$ cat src/rtl/vpic_pkg.sv
package vpic_pkg;
  localparam int DW = 32;
  localparam int AW = 8;
  localparam logic [AW-1:0] A_IVR  = 8'h80;
  localparam logic [AW-1:0] A_EOI  = 8'h81;
  localparam logic [AW-1:0] A_EN   = 8'h82;
  localparam logic [AW-1:0] A_DIS  = 8'h83;
  localparam logic [AW-1:0] A_MASK = 8'h84;
  localparam logic [AW-1:0] A_PEND = 8'h85;
  localparam logic [AW-1:0] A_FSET = 8'h86;
  localparam logic [AW-1:0] A_FCLR = 8'h87;
  localparam logic [AW-1:0] A_SPUR = 8'h88;
  localparam logic [AW-1:0] A_STAT = 8'h89;
  localparam logic [AW-1:0] A_PROT = 8'h8A;
  localparam logic [1:0]    PG_CFG = 2'b00;
  localparam logic [1:0]    PG_VEC = 2'b01;
  localparam int CFG_EDGE = 4;
  localparam int CFG_INV  = 5;
  localparam int ST_IRQ   = 8;
  localparam int ST_FIQ   = 9;
endpackage

$ cat src/rtl/vpic_cond.sv
module vpic_cond #(
  parameter int NSRC = 32
) (
  input  logic            clk,
  input  logic            rst_n,
  input  logic [NSRC-1:0] src_i,
  input  logic [NSRC-1:0] edge_mode,
  input  logic [NSRC-1:0] invert,
  input  logic [NSRC-1:0] ack,
  input  logic [NSRC-1:0] fset,
  input  logic [NSRC-1:0] fclr,
  output logic [NSRC-1:0] pend_o
);
  logic [NSRC-1:0] s1_q, s2_q, s2d_q, elat_q, frc_q;
  logic [NSRC-1:0] active, hit, elat_n, frc_n;

  always_comb begin
    active = s2_q ^ invert;
    hit    = edge_mode & (s2_q ^ s2d_q) & active;
    elat_n = (elat_q & ~ack & ~fclr) | hit;
    frc_n  = (frc_q & ~fclr & ~(ack & edge_mode)) | fset;
  end

  always_ff @(posedge clk or negedge rst_n) begin
    if (!rst_n) begin
      s1_q   <= '0;
      s2_q   <= '0;
      s2d_q  <= '0;
      elat_q <= '0;
      frc_q  <= '0;
    end else begin
      s1_q   <= src_i;
      s2_q   <= s1_q;
      s2d_q  <= s2_q;
      elat_q <= elat_n;
      frc_q  <= frc_n;
    end
  end

  assign pend_o = (edge_mode & elat_q) | (~edge_mode & active) | frc_q;
endmodule

$ cat src/rtl/vpic_arb.sv
module vpic_arb #(
  parameter int NSRC = 32,
  parameter int PW   = 3,
  parameter int SW   = 5
) (
  input  logic [NSRC-1:0]    req,
  input  logic [NSRC*PW-1:0] prio_flat,
  output logic               vld,
  output logic [SW-1:0]      idx,
  output logic [PW-1:0]      lvl
);
  always_comb begin
    vld = 1'b0;
    idx = '0;
    lvl = '0;
    for (int i = 0; i < NSRC; i++) begin
      if (req[i] && (!vld || prio_flat[i*PW +: PW] > lvl)) begin
        vld = 1'b1;
        idx = SW'(i);
        lvl = prio_flat[i*PW +: PW];
      end
    end
  end
endmodule

$ cat src/rtl/vpic_stack.sv
module vpic_stack #(
  parameter int DEPTH = 8,
  parameter int LW    = 4,
  parameter int SPW   = 4
) (
  input  logic           clk,
  input  logic           rst_n,
  input  logic           push,
  input  logic           pop,
  input  logic [LW-1:0]  push_lvl,
  output logic [LW-1:0]  top_lvl,
  output logic [SPW-1:0] sp_o
);
  logic [LW-1:0]  mem_q [DEPTH];
  logic [SPW-1:0] sp_q, sp_n;
  logic           do_push, do_pop;

  always_comb begin
    do_push = push && (sp_q < SPW'(DEPTH));
    do_pop  = !push && pop && (sp_q != '0);
    sp_n    = sp_q;
    if (do_push)     sp_n = sp_q + SPW'(1);
    else if (do_pop) sp_n = sp_q - SPW'(1);
    top_lvl = '0;
    for (int k = 0; k < DEPTH; k++)
      if (sp_q == SPW'(k + 1)) top_lvl = mem_q[k];
  end

  always_ff @(posedge clk or negedge rst_n) begin
    if (!rst_n) sp_q <= '0;
    else        sp_q <= sp_n;
  end

  always_ff @(posedge clk or negedge rst_n) begin
    if (!rst_n) begin
      for (int k = 0; k < DEPTH; k++) mem_q[k] <= '0;
    end else begin
      for (int k = 0; k < DEPTH; k++)
        if (do_push && sp_q == SPW'(k)) mem_q[k] <= push_lvl;
    end
  end

  assign sp_o = sp_q;
endmodule

$ cat src/rtl/vpic_top.sv
module vpic_top
  import vpic_pkg::*;
#(
  parameter int NSRC  = 32,
  parameter int PW    = 3,
  parameter int DEPTH = 8
) (
  input  logic            clk,
  input  logic            rst_n,
  input  logic [NSRC-1:0] src_i,
  input  logic            fiq_i,
  input  logic            bus_wr,
  input  logic            bus_rd,
  input  logic [7:0]      bus_addr,
  input  logic [31:0]     bus_wdata,
  output logic [31:0]     bus_rdata,
  output logic            irq_n,
  output logic            fiq_n
);
  localparam int SW  = (NSRC > 1) ? $clog2(NSRC) : 1;
  localparam int LW  = PW + 1;
  localparam int SPW = $clog2(DEPTH + 1);

  logic [PW-1:0]      prio_q [NSRC];
  logic [DW-1:0]      vec_q  [NSRC];
  logic [NSRC-1:0]    mask_q, edge_q, inv_q, mask_n;
  logic [DW-1:0]      spur_q;
  logic               prot_q, irq_n_q, fq1_q, fq2_q;
  logic [SW-1:0]      cur_q, cur_n;
  logic [NSRC*PW-1:0] prio_flat;
  logic [NSRC-1:0]    pend, ack, wd, fset, fclr;
  logic               win_vld, eligible, ivr_rd, ivr_take, pop;
  logic [SW-1:0]      win_idx;
  logic [PW-1:0]      win_prio;
  logic [LW-1:0]      top_lvl, win_lvl, push_lvl;
  logic [SPW-1:0]     sp;
  logic               cfg_we, vec_we;
  logic [5:0]         sel;

  assign wd   = bus_wdata[NSRC-1:0];
  assign sel  = bus_addr[5:0];
  assign fset = (bus_wr && bus_addr == A_FSET) ? wd : '0;
  assign fclr = (bus_wr && bus_addr == A_FCLR) ? wd : '0;

  vpic_cond #(.NSRC(NSRC)) u_cond (
    .clk(clk), .rst_n(rst_n), .src_i(src_i), .edge_mode(edge_q), .invert(inv_q),
    .ack(ack), .fset(fset), .fclr(fclr), .pend_o(pend));

  vpic_arb #(.NSRC(NSRC), .PW(PW), .SW(SW)) u_arb (
    .req(pend & mask_q), .prio_flat(prio_flat), .vld(win_vld), .idx(win_idx), .lvl(win_prio));

  vpic_stack #(.DEPTH(DEPTH), .LW(LW), .SPW(SPW)) u_stack (
    .clk(clk), .rst_n(rst_n), .push(ivr_take), .pop(pop), .push_lvl(push_lvl),
    .top_lvl(top_lvl), .sp_o(sp));

  always_comb begin
    for (int s = 0; s < NSRC; s++) prio_flat[s*PW +: PW] = prio_q[s];
    cfg_we   = bus_wr && bus_addr[7:6] == PG_CFG;
    vec_we   = bus_wr && bus_addr[7:6] == PG_VEC;
    ivr_rd   = bus_rd && bus_addr == A_IVR;
    ivr_take = (ivr_rd && !prot_q) || (bus_wr && bus_addr == A_IVR && prot_q);
    pop      = bus_wr && bus_addr == A_EOI;
    win_lvl  = {1'b0, win_prio} + LW'(1);
    eligible = win_vld && (win_lvl > top_lvl);
    push_lvl = eligible ? win_lvl : top_lvl;
    ack      = '0;
    if (ivr_take && eligible) ack[win_idx] = 1'b1;
    cur_n    = (ivr_take && eligible) ? win_idx : cur_q;
    mask_n   = mask_q;
    if (bus_wr && bus_addr == A_EN)  mask_n = mask_q | wd;
    if (bus_wr && bus_addr == A_DIS) mask_n = mask_q & ~wd;
  end

  always_ff @(posedge clk or negedge rst_n) begin
    if (!rst_n) begin
      mask_q  <= '0;
      spur_q  <= '0;
      prot_q  <= 1'b0;
      cur_q   <= '0;
      irq_n_q <= 1'b1;
      fq1_q   <= 1'b0;
      fq2_q   <= 1'b0;
    end else begin
      mask_q  <= mask_n;
      cur_q   <= cur_n;
      irq_n_q <= ~eligible;
      fq1_q   <= fiq_i;
      fq2_q   <= fq1_q;
      if (bus_wr && bus_addr == A_SPUR) spur_q <= bus_wdata;
      if (bus_wr && bus_addr == A_PROT) prot_q <= bus_wdata[0];
    end
  end

  always_ff @(posedge clk or negedge rst_n) begin
    if (!rst_n) begin
      for (int s = 0; s < NSRC; s++) begin
        prio_q[s] <= '0;
        vec_q[s]  <= '0;
      end
      edge_q <= '0;
      inv_q  <= '0;
    end else begin
      for (int s = 0; s < NSRC; s++) begin
        if (cfg_we && int'(sel) == s) begin
          prio_q[s] <= bus_wdata[PW-1:0];
          edge_q[s] <= bus_wdata[CFG_EDGE];
          inv_q[s]  <= bus_wdata[CFG_INV];
        end
        if (vec_we && int'(sel) == s) vec_q[s] <= bus_wdata;
      end
    end
  end

  always_comb begin
    bus_rdata = '0;
    if (bus_addr[7:6] == PG_CFG) begin
      for (int s = 0; s < NSRC; s++)
        if (int'(sel) == s) begin
          bus_rdata[PW-1:0]     = prio_q[s];
          bus_rdata[CFG_EDGE]   = edge_q[s];
          bus_rdata[CFG_INV]    = inv_q[s];
        end
    end else if (bus_addr[7:6] == PG_VEC) begin
      for (int s = 0; s < NSRC; s++)
        if (int'(sel) == s) bus_rdata = vec_q[s];
    end else begin
      case (bus_addr)
        A_IVR:  bus_rdata = eligible ? vec_q[win_idx] : spur_q;
        A_MASK: bus_rdata[NSRC-1:0] = mask_q;
        A_PEND: bus_rdata[NSRC-1:0] = pend;
        A_SPUR: bus_rdata = spur_q;
        A_PROT: bus_rdata[0] = prot_q;
        A_STAT: begin
          bus_rdata[SW-1:0]   = cur_q;
          bus_rdata[ST_IRQ]   = irq_n_q;
          bus_rdata[ST_FIQ]   = ~fq2_q;
        end
        default: bus_rdata = '0;
      endcase
    end
  end

  assign irq_n = irq_n_q;
  assign fiq_n = ~fq2_q;
endmodule

$ cat config.mk
export PLATFORM = sky130hd
export DESIGN_NAME = vpic_top
export DESIGN_NICKNAME = d
export VERILOG_FILES = /design/src/rtl/vpic_pkg.sv /design/src/rtl/vpic_cond.sv /design/src/rtl/vpic_arb.sv /design/src/rtl/vpic_stack.sv /design/src/rtl/vpic_top.sv
export SDC_FILE = /design/constraint.sdc
export NUM_CORES = 2
export LEC_CHECK = 0
export ABC_CLOCK_PERIOD_IN_PS = 132200
export BUFFER_PORTS_ARGS = -buffer_cell sky130_fd_sc_hd__buf_4
export CORE_UTILIZATION = 50
export CTS_CLUSTER_SIZE = 25
export DETAILED_ROUTE_END_ITERATION = 7
export PLACE_DENSITY = 0.66
export SKIP_LAST_GASP = 1
export SLEW_MARGIN = 20
export SYNTH_ARGS = -nofsm -noshare
export SYNTH_HDL_FRONTEND = slang
export SYNTH_HIERARCHICAL = 1
export SYNTH_SLANG_ARGS = --single-unit
$ cat constraint.sdc
create_clock -name clk -period 132.2 [get_ports clk]
set_clock_uncertainty 0.1 [all_clocks]
set_input_delay 26.44 -clock clk [delete_from_list [all_inputs] [get_ports clk]]
set_output_delay 26.44 -clock clk [all_outputs]
set_load 0.1 [all_outputs]
==> impl_metrics.json <==
{
  "grt_usage": 0.421,
  "cpMostUsedCell": "a21oi_1",
  "yosysTopAreaCell": "dfrtp_1",
  "drc": 0,
  "ff2ff_path_depth": 236,
  "reg2reg_from": "edge_q[0]$_DFFE_PN0P_",
  "netlist.area_leader.share": 0.456,
  "worstSetupEndpointType": "output pin",
  "cts_tree": "built",
  "critPathKind": "reg2out",
  "dieArea_um2": 161000,
  "clk_pin_slew_ps": 50,
  "place.gp.congestion": 0.979,
  "grt_pass1_vias": 64100,
  "wirelength_mm": 344,
  "synthesis.nets": 6879,
  "vias_per_cell": 7.52,
  "drive_above_1_share": 0.353,
  "synth.most_common_cell": "dfrtp_1",
  "hpwl_mm": 211,
  "dp_slack_ps": 50700,
  "cpMaxStageDelayCell": "buf_4",
  "leakagePower_uw": 0.0396,
  "slew_headroom": 0.0674,
  "fin_nets": 6774,
  "post_cts_buffers": 0,
  "yosysSeqAreaShare": 0.456,
  "yosysWarnings": 6,
  "synth_area_leaders": "dfrtp_1, mux2_2, mux4_2, a21oi_1, nand2_1",
  "grt_pass1_wl_mm": 484,
  "cts_inserted_buffers": 162,
  "hp-start": "fq1_q$_DFF_PN0_",
  "clock-sinks": 1453,
  "syn_area_per_cell_um2": 11.9,
  "drt-initial-drc-count": 11100,
  "synth_common_cells": "dfrtp_1, mux2_2, nand2_1",
  "hold-path-endpoint": "fq2_q$_DFF_PN0_",
  "ir_drop_v": 0.0000228,
  "hold_violations": 0,
  "ys_seq_elements": 1453,
  "fin_ws_ps": 48580,
  "placementRows": 146,
  "maxCapViolCount": 0,
  "coreArea_um2": 158000,
  "critPathLaunchType": "register",
  "syn_to_final_growth_pct": 10.6,
  "cts_hold_buf": 0,
  "regToRegSetupSlack_ps": 76830,
  "hold_path_class": "reg2reg",
  "port_buffers": 110,
  "status": "completed",
  "cp_data_required_time_ps": 105660,
  "whs_path_depth": 0,
  "fmax_ghz": 0.0120,
  "cp.arrival_ps": 57080,
  "cp_num_buf_inv": 16,
  "cp_top_family": "compound AO/OA/AOI/OAI gates",
  "synthArstFlopShare": 1.00,
  "antenna_found_initial": 28,
  "critical_path.max_fanout": 61,
  "clk_latency_ps": 820,
  "ios": 111,
  "finalSetupTns_ps": 0,
  "setup_viol": 0,
  "final.min_clock_period_ps": 83620,
  "cts_resized": 0,
  "finalCritPeriodShare": 0.632,
  "wl_per_cell_um": 38.8,
  "grt_max_degree": 156,
  "die_x_um": 401,
  "power_density_nw_per_um2": 15.7,
  "cts-root-buf": "clkbuf_16",
  "antenna_left": 0,
  "cpPeakStageDelay_ps": 940,
  "htreeDepth": 4,
  "synth_ff_type": "dfrtp_1",
  "syn_inst": 6723,
  "drt_first_pass_iters": 7,
  "rr_endpoint": "u_cond/elat_q[0]$_DFF_PN0_",
  "gr-total-overflow": 0,
  "vias": 66600,
  "initial_core_util": 0.503,
  "clk_path_buf_depth": 3,
  "syn_area_um2": 79700,
  "synth_cell_types": 119,
  "rsz0062_at_grt": "false",
  "fillers": 13200,
  "die_h_um": 401,
  "tightest_slew_ps": 1390,
  "synth_edf_count": 0,
  "finalMaxSlewViolations": 0
}
==> worst register-to-register path, delay by kind of cell, from the launching register on <==
kind	cells	cell delay (ps)
compound gates	125	28290
mux	11	3980
flops	1	430
buf+inv	13	1540
xor+xnor	1	160
fa+ha+maj	37	10920
simple gates	49	9790
==> final cells by class <==
| type | count | area [um2] | share of cell area |
|---|---|---|---|
| antenna | 40 | 100 | 0.00113 |
| clock buffer | 241 | 4800 | 0.0545 |
| clock inverter | 56 | 633 | 0.00718 |
| inverter | 151 | 569 | 0.00645 |
| multi-input combinational | 4533 | 40700 | 0.461 |
| sequential | 1453 | 36400 | 0.412 |
| tap | 2072 | 2590 | 0.0294 |
| timing repair buffer | 317 | 2500 | 0.0283 |
==> how the worst max path moves through the flow <==
| stage | slack (ps) | end | startpoint | cells past startpoint |
|---|---|---|---|---|
| 5_1_grt | 44140 | bus_rdata[11] | edge_q[0]$_DFFE_PN0P_ | 239 |
| 2_1_floorplan | 58060 | bus_rdata[22] | edge_q[0]$_DFFE_PN0P_ | 242 |
| 3_3_place_gp | 51900 | bus_rdata[13] | edge_q[0]$_DFFE_PN0P_ | 239 |
| 6_report | 48580 | bus_rdata[11] | edge_q[0]$_DFFE_PN0P_ | 234 |
| 4_1_cts | 49630 | bus_rdata[13] | edge_q[0]$_DFFE_PN0P_ | 237 |
| 3_5_place_dp | 50700 | bus_rdata[13] | edge_q[0]$_DFFE_PN0P_ | 237 |
==> routing by layer <==
layer	track usage	wire length, um	up-vias
li1	-	-	25300
met1	0.521	121000	33800
met2	0.581	140000	5809
met3	0.190	52600	1664
met4	0.298	29200	40
met5	0	425	-
==> cell families after synthesis <==
kind of cell	after synthesis	synth area share
multiplexers	1658	0.273
AO/OA/AOI/OAI	1496	0.129
flip-flops	1453	0.456
AND/OR/NAND/NOR	1261	0.0841
buffers and inverters	737	0.0402
adder cells (fa/ha/maj)	84	0.0130
XOR/XNOR	34	0.00374
==> cells in the final DEF (no fill, tap or decap), drive strengths merged, types with 73 or more instances in the layout <==
master,n
dfrtp,1452
mux2,1300
nand2,338
nor2,328
a21oi,320
buf,314
mux4,285
clkbuf,244
o21ai,242
o22ai,197
inv,158
and2,114
a22oi,111
nand3,88
a221oi,81
ha,79
mux2i,73
==> registers in the layout, indices dropped and copies added, names as in the netlist, 4 cells and up, named ones only <==
register	cells
u_cond/s2_q	32
u_cond/s1_q	32
u_cond/frc_q	32
u_stack/mem_q	32
inv_q	32
spur_q	32
vec_q	1024
u_stack/sp_o	4
u_cond/elat_q	32
prio_flat	96
cur_q	5
u_cond/s2d_q	32
edge_q	32
==> metrics by stage <==
stage / instances / utilization / total power [uW] / area [um2] / hold WS [ps]
finish: 8863 / 0.557 / 1390 / 88200 / 247
global route: 8827 / 0.556 / 1420 / 88100 / 254
CTS: 8818 / 0.556 / 1370 / 88000 / 247
detailed placement: 8521 / 0.522 / 913 / 82600 / 235
global placement: 8518 / 0.521 / 909 / 82600 / 235
floorplan: 6723 / - / 774 / 79700 / 231
==> report_power, final <==
| part | switching [uW] | internal [uW] | leakage (uW) |
|---|---|---|---|
| Sequential | 21.8 | 469 | 0.0198 |
| Clock | 200 | 265 | 0.00268 |
| Combinational | 276 | 158 | 0.0172 |
| Total | 497 | 891 | 0.0396 |
Power figures use the tool's default switching activity.
